[src/rtl/tiv_pkg.sv]
package tiv_pkg;
  localparam int CODE_W   = 4;
  localparam int MAX_CH   = 7;
  localparam int IDX_W    = 3;
  typedef logic [CODE_W-1:0] vcode_t;
  localparam vcode_t CODE_NONE = 4'h0;
  localparam vcode_t CODE_OVF  = 4'hA;

  // Channel i is reported as the even code 2*i
  function automatic vcode_t chan_code(input logic [IDX_W-1:0] idx);
    return {idx, 1'b0};
  endfunction
endpackage

[src/rtl/tiv_prio_scan.sv]
module tiv_prio_scan #(
  parameter int NUM_CH = 3
) (
  input  logic [NUM_CH-1:0]          pend,
  output logic [NUM_CH-1:0]          sel,
  output logic                       any,
  output logic [tiv_pkg::IDX_W-1:0]  idx
);
  // seen[i] is high when some channel below i is pending
  logic [NUM_CH:0] seen;
  assign seen[0] = 1'b0;

  for (genvar i = 0; i < NUM_CH; i++) begin : g_chain
    assign sel[i]    = pend[i] & ~seen[i];
    assign seen[i+1] = seen[i] | pend[i];
  end

  assign any = seen[NUM_CH];

  always_comb begin
    idx = '0;
    for (int i = 0; i < NUM_CH; i++)
      if (sel[i]) idx = idx | tiv_pkg::IDX_W'(i);
  end
endmodule

[src/rtl/tiv_req_lines.sv]
module tiv_req_lines #(
  parameter int NUM_CH = 3
) (
  input  logic [NUM_CH-1:0] pend,
  input  logic              ovf_pend,
  output logic              irq_ch0,
  output logic              irq_shared
);
  assign irq_ch0    = pend[0];
  assign irq_shared = ovf_pend | (|pend[NUM_CH-1:1]);
endmodule

[src/rtl/tiv_clear_ctl.sv]
module tiv_clear_ctl #(
  parameter int NUM_CH = 3
) (
  input  logic              clk,
  input  logic              rst_n,
  input  logic              vec_access,
  input  logic              ack_valid,
  input  logic              ack_line,
  input  logic [NUM_CH-1:0] sel,
  input  logic              any_ch,
  input  logic              ovf_pend,
  output logic [NUM_CH-1:0] ch_clear,
  output logic              ovf_clear
);
  for (genvar i = 0; i < NUM_CH; i++) begin : g_clr
    if (i == 0) begin : g_ack
      // channel 0 is released only by the acknowledge of its own line
      assign ch_clear[i] = ack_valid & ~ack_line;
    end else begin : g_acc
      assign ch_clear[i] = vec_access & sel[i];
    end
  end

  assign ovf_clear = vec_access & ~any_ch & ovf_pend;

  assert_access_one_src_R4: assert property (@(posedge clk) disable iff (!rst_n)
    $onehot0({ch_clear[NUM_CH-1:1], ovf_clear}));

  assert_ch0_not_by_access_R5: assert property (@(posedge clk) disable iff (!rst_n)
    (vec_access && !(ack_valid && !ack_line)) |-> !ch_clear[0]);

  assert_ovf_only_when_alone_R6: assert property (@(posedge clk) disable iff (!rst_n)
    ovf_clear |-> (ovf_pend && !any_ch && vec_access));

  assert_line1_ack_quiet_R11: assert property (@(posedge clk) disable iff (!rst_n)
    (ack_valid && ack_line && !vec_access) |-> (ch_clear == '0 && !ovf_clear));

  assert_idle_no_strobe_R12: assert property (@(posedge clk) disable iff (!rst_n)
    (!vec_access && !ack_valid) |-> (ch_clear == '0 && !ovf_clear));
endmodule

[src/rtl/tiv_vector_top.sv]
module tiv_vector_top #(
  parameter int NUM_CH = 3
) (
  input  logic                        clk,
  input  logic                        rst_n,
  input  logic [NUM_CH-1:0]           ch_flag,
  input  logic [NUM_CH-1:0]           ch_enable,
  input  logic                        ovf_flag,
  input  logic                        ovf_enable,
  input  logic                        vec_access,
  input  logic                        ack_valid,
  input  logic                        ack_line,
  output logic                        irq_ch0,
  output logic                        irq_shared,
  output logic [tiv_pkg::CODE_W-1:0]  vec_rdata,
  output logic [tiv_pkg::CODE_W-1:0]  vec_peek,
  output logic [NUM_CH-1:0]           ch_clear,
  output logic                        ovf_clear
);
  import tiv_pkg::*;

  logic [NUM_CH-1:0] pend;
  logic [NUM_CH-1:0] sel;
  logic              any_ch;
  logic [IDX_W-1:0]  idx;
  logic              ovf_pend;
  vcode_t            code_now;

  assign pend     = ch_flag & ch_enable;
  assign ovf_pend = ovf_flag & ovf_enable;

  tiv_prio_scan #(.NUM_CH(NUM_CH)) u_scan (
    .pend (pend),
    .sel  (sel),
    .any  (any_ch),
    .idx  (idx)
  );

  tiv_req_lines #(.NUM_CH(NUM_CH)) u_req (
    .pend       (pend),
    .ovf_pend   (ovf_pend),
    .irq_ch0    (irq_ch0),
    .irq_shared (irq_shared)
  );

  tiv_clear_ctl #(.NUM_CH(NUM_CH)) u_clr (
    .clk        (clk),
    .rst_n      (rst_n),
    .vec_access (vec_access),
    .ack_valid  (ack_valid),
    .ack_line   (ack_line),
    .sel        (sel),
    .any_ch     (any_ch),
    .ovf_pend   (ovf_pend),
    .ch_clear   (ch_clear),
    .ovf_clear  (ovf_clear)
  );

  always_comb begin
    if (any_ch)        code_now = chan_code(idx);
    else if (ovf_pend) code_now = CODE_OVF;
    else               code_now = CODE_NONE;
  end

  assign vec_peek = code_now;

  always_ff @(posedge clk or negedge rst_n) begin
    if (!rst_n)          vec_rdata <= CODE_NONE;
    else if (vec_access) vec_rdata <= code_now;
  end

  assert_rdata_capture_R7: assert property (@(posedge clk) disable iff (!rst_n)
    vec_access |=> vec_rdata == $past(vec_peek));

  assert_rdata_hold_R7: assert property (@(posedge clk) disable iff (!rst_n)
    !vec_access |=> $stable(vec_rdata));

  assert_clear_matches_code_R4: assert property (@(posedge clk) disable iff (!rst_n)
    (vec_access && vec_peek != CODE_NONE && !ovf_clear && vec_peek[0] == 1'b0
     && (ch_clear[NUM_CH-1:1] != '0)) |-> !irq_ch0);

  assert_code_zero_quiet_R3: assert property (@(posedge clk) disable iff (!rst_n)
    (vec_peek == CODE_NONE && !irq_ch0) |-> !irq_shared);
endmodule

[config.mk]
export PLATFORM = sky130hd
export DESIGN_NAME = tiv_vector_top
export DESIGN_NICKNAME = d
export VERILOG_FILES = /design/src/rtl/tiv_pkg.sv /design/src/rtl/tiv_prio_scan.sv /design/src/rtl/tiv_req_lines.sv /design/src/rtl/tiv_clear_ctl.sv /design/src/rtl/tiv_vector_top.sv
export SDC_FILE = /design/constraint.sdc
export NUM_CORES = 1
export LEC_CHECK = 0
export ABC_AREA = 1
export CAP_MARGIN = 20
export CORE_AREA = 2 2 39 41
export CTS_BUF_LIST = sky130_fd_sc_hd__clkbuf_2
export DETAILED_ROUTE_END_ITERATION = 7
export DIE_AREA = 0 0 41 43
export DONT_BUFFER_PORTS = 1
export HOLD_SLACK_MARGIN = 0.02
export PLACE_DENSITY = 0.4
export SLEW_MARGIN = 20
export SYNTH_ARGS = -nofsm -noshare
export SYNTH_HDL_FRONTEND = slang
export SYNTH_SLANG_ARGS = --single-unit
[constraint.sdc]
create_clock -name clk -period 2.4 [get_ports clk]
set_clock_uncertainty 0.2 [all_clocks]
set_input_delay 0.72 -clock clk [delete_from_list [all_inputs] [get_ports clk]]
set_output_delay 0.72 -clock clk [all_outputs]
set_load 0.01 [all_outputs]
[Word level (Yosys, flattened, before mapping)]
Index checks and enable logic that the tools add are counted.
Storage, ports and cells
  register bits after elaboration: 4
  bits of input ports: 13
  output and inout port bits: 14
  word-level logic and storage cells: 22
Cells by class
  multiplexer cells: 4
  bitwise gates (word level): 16
  reductions and logical operators: 1
Operators by type and width (count)
  $and 1x1->1: 8
  $mux 4: 2
  $not 1->1: 4
  $and 3x3->3: 1
  $or 1x1->1: 3
  $mux 2: 1
  $reduce_or 2->1: 1
  $mux 1: 1

[Longest topological paths before layout]
  word-level depth: 6
  gate-level depth with buffers: 6
  gate-level depth less buffers: 6

[Cells and area by module]
Synthesis repeated with hierarchy kept, for this count alone.
Second synthesis, totals
  cells, all modules: 55
  area total of the unflattened synthesis: 315.3 um^2
Modules (own cells, without submodules)
  tiv_vector_top: instances 1, cells an instance 31, area an instance 200.2 um^2, seq. area each 75.1 um^2
  tiv_prio_scan: instances 1, cells an instance 12, area an instance 66.3 um^2, seq. area each 0.0 um^2
  tiv_clear_ctl: instances 1, cells an instance 8, area an instance 30.0 um^2, seq. area each 0.0 um^2
  tiv_req_lines: instances 1, cells an instance 4, area an instance 18.8 um^2, seq. area each 0.0 um^2

[Least setup slack after synthesis]
No wires, ideal clock.
  kind: input-to-output
  start point: in ch_flag[0]
  end point: out vec_peek[1] (netlist bit)
  data arrival time: 1.148 ns
  data required time: 1.480 ns
  slack: 0.332 ns
  stages: 3
  path buffers: 0
  path through: nand2_2 -> inv_2 -> o21ai_0
On the way
  word-level cells in the longest chain between the ends: 6
  elaborated cells on any way between the ends: 8
  those cells by class: 3 x mux; 5 x bitwise
RTL lines
  from (decl): RTL line tiv_vector_top.sv:6  | input logic [NUM_CH-1:0] ch_flag,
  $and 3x3->3 (*): RTL line tiv_vector_top.sv:29  | assign pend = ch_flag & ch_enable;
  via irq_ch0: RTL line tiv_vector_top.sv:13  | output logic irq_ch0,
  $not 1->1: RTL line tiv_prio_scan.sv:14  | assign sel[i] = pend[i] & ~seen[i];
  $and 1x1->1: RTL line tiv_prio_scan.sv:14
  $mux 1: RTL line tiv_prio_scan.sv:23  | if (sel[i]) idx = idx | tiv_pkg::IDX_W'(i);
  $mux 2: RTL line tiv_prio_scan.sv:23
  $mux 4 (*): RTL line tiv_vector_top.sv:60  | if (any_ch) code_now = chan_code(idx);
  to (decl): RTL line tiv_vector_top.sv:16  | output logic [tiv_pkg::CODE_W-1:0] vec_peek,
Mark *: on every way through the listed nets, which the timed path passes. The rest lies on a longest branch.

[Worst setup path after layout]
Ends and elaborated chain as after synthesis.

==> results.md <==
- Sw frac: 31.5%
- Core area: 1380 sq um
- Synthesized instance count: 38
- Largest net degree at the start of global routing: 5
- Compound-Gate Fraction of Synth Area: 2.02%
- Routed wire length: 517 microns
- Sink Count: 3
- Launch point of the critical path: ch_flag[0]
- Total Power: 0.000157 W
- Reg-to-reg startpoint: vec_rdata[1]
- Max clock buf depth: 2
- Antenna Nets Post-Route: 0
- Largest registers: vec_rdata (3)
- VDD IR-drop max: 211 uV
- Die width: 41 microns
- Number of global-route vias before repair: 162
- Unrepaired setup endpoints after global routing: false
- Final worst path period need: 2.10 ns
- Final Hold Viols: 0
- Nets: 56
- Mapped Area: 248 sq um
- Die Y: 43 microns
- FMAX: 476 MHz
- Rows: 14
- Adder-cell share of the synthesized area: 0%
- P_sw: 0.0000495 W
- Synth warn: 0
- Setup bufs post-CTS: 0
- Commonest non-fill, non-tap cell in the layout: nand2_1
- Ant diodes: 0
- P&R area growth vs syn: 15.7%
- Worst path bufs/invs: 1
- Status: finished clean
- Synth unique cells: 12
- Largest family of logic cells by synthesized area: simple AND/OR/NAND/NOR gates
- Num CTS Buffers: 3
- Post-CTS Hold Fix Bufs: 1
- Post-synthesis mux area share: 0%
- Largest register FFs: 3
- Boundary Pins: 27
- Detailed Routing Iterations Pass 1: 2
- Setup TNS: 0 ns
- Setup crit start kind: primary input
- CTS tree: built
- Htree depth: 1
- Pwr dens: 549 nW/um^2
- Total grt overflow: 0
- Mapped Avg Cell Area: 6.52 sq um
- CP delay by family, top: simple AND/OR/NAND/NOR gates
- FF+latch count, synth: 3
- Crit path required time: 1.48 ns
- I/O Buffers: 0
- CTS root buffer: clkbuf_2
- Total GRT Usage: 5.95%
- Initial core utilization: 17.9%
- CP cell instances: nand2_2 -> inv_2 -> nor2_4 -> nand2_1 -> o21ai_0
- Int Power: 0.000108 W
- DRC viols: 0
- Drt wl/cell: 8.91 microns
- MaxCap Viol Count: 0
- Total number of vias: 219
- Hold Startpoint: vec_rdata[3]
- Clock power frac: 43.3%
- WP data arrival: 1.18 ns
- Critical path's slowest cell: o21ai_0
- Initial antenna violation count: 0
- # setup viols final: 0
- Hpwl dp: 469 microns
- Clk slew on worst S/H paths: 0.04 ns
- 1st-iter DRT viols: 3
- First-pass GRT wire length: 696 microns
- Crit. End Element: output pin
- Top reg by flops: vec_rdata
- Leak pwr: 0.199 nW
- Slowest cell delay on critical path: 0.15 ns
- Simple-gate area share of the yosys netlist: 44.9%
- Clock Latency Late Sink: 0.20 ns
- Highest-count cells in the layout ignoring fill and taps: nand2_1 (12), inv_1 (8), nand2_2 (4), clkbuf_2 (4), dfrtp_1 (3)
- Final Wtd Congestion: 0.580
- Resized cells post-CTS: 0
- Worst Hold Class: flip-flop to flip-flop
- Die area: 1760 sq um
- Worst-path maximum fanout: 3
- Combinational power share: 19.1%
- Layout cells sized above 1: 31.0%
- Synth Area in XOR/XNOR: 0%
- Vias per inst: 3.78
- Sequential power share: 37.6%
- Register area share after synthesis: 30.3%
- Fin crit share: 87.6%
- Crit Path Class: primary input to output pin
- Slew Viols, Final: 0
==> cells in the mapped netlist <==
cell type	number	area, sq um
nand2_2	4	25.0
inv_2	2	7.51
nand2_1	12	45.0
dfrtp_1	3	75.1
inv_1	8	30.0
o21ai_0	1	5.00
nand3_1	1	5.00
buf_4	2	15.0
nor2_4	2	22.5
nand3_2	1	10.0
conb_1	1	3.75
nor2_1	1	3.75
==> layer usage <==
layer | up-vias | share of wire (%) | GRT usage, %
met5 | - | 0 | 0
met4 | 0 | 1.5 | 4.00
met3 | 2 | 13 | 1.05
met2 | 16 | 47 | 9.06
met1 | 92 | 38 | 7.17
li1 | 109 | - | -
==> through the flow <==
stage / hold WS (ns) / worst slack [ns] / util, % / cell area [sq um] / cells
after floorplan: 0.224 / 0.332 / - / 251 / 39
after global placement: 0.224 / 0.292 / 18.5 / 256 / 53
after detailed placement: 0.224 / 0.287 / 18.5 / 256 / 53
after CTS: 0.348 / 0.286 / 20.7 / 287 / 58
after global routing: 0.389 / 0.247 / 20.7 / 287 / 58
final: 0.343 / 0.298 / 20.7 / 287 / 58
==> worst reg2reg max path, cell delays in order (launching register included) <==
cell and delay, ns:
dfrtp_1 0.41, nand2_1 0.08, nand2_1 0.05, inv_1 0.05, nand2_1 0.04
==> path summary, 6_finish.rpt <==
path                                     end  slack [ns]  depth (start not counted)
worst max register to register  vec_rdata[1]        1.47                          4
worst min-delay path            vec_rdata[3]        0.34                          2
worst max-delay path             vec_peek[1]        0.30                          5
max in group asynchronous       vec_rdata[3]        1.29                          1
min in group asynchronous       vec_rdata[2]        0.57                          1
worst min register to register  vec_rdata[3]        0.34                          2
==> power groups by stage <==
| stage | clock (W) | combinational, W | sequential, W |
|---|---|---|---|
| floorplan | 0 | 0.0000278 | 0.0000592 |
| global placement | 0 | 0.0000289 | 0.0000599 |
| detailed placement | 0 | 0.0000289 | 0.0000599 |
| CTS | 0.0000695 | 0.0000311 | 0.0000592 |
| global route | 0.0000736 | 0.0000347 | 0.0000593 |
| finish | 0.0000680 | 0.0000301 | 0.0000591 |
==> cells by family after synthesis <==
group | Yosys count
flip-flops | 3
AND/OR/NAND/NOR | 21
AO/OA/AOI/OAI | 1
buffers and inverters | 12
other | 1
==> final cells by class <==
| type | instances | area, sq um |
|---|---|---|
| well taps | 16 | 20.0 |
| repair buffers | 1 | 10.0 |
| flip-flops and latches | 3 | 75.1 |
| multi-input cells | 24 | 124 |
| clock buffers | 4 | 20.0 |
| fillers | 163 | 1100 |
| inverters | 10 | 37.5 |
Note: power is estimated with default switching activity, not from simulation.
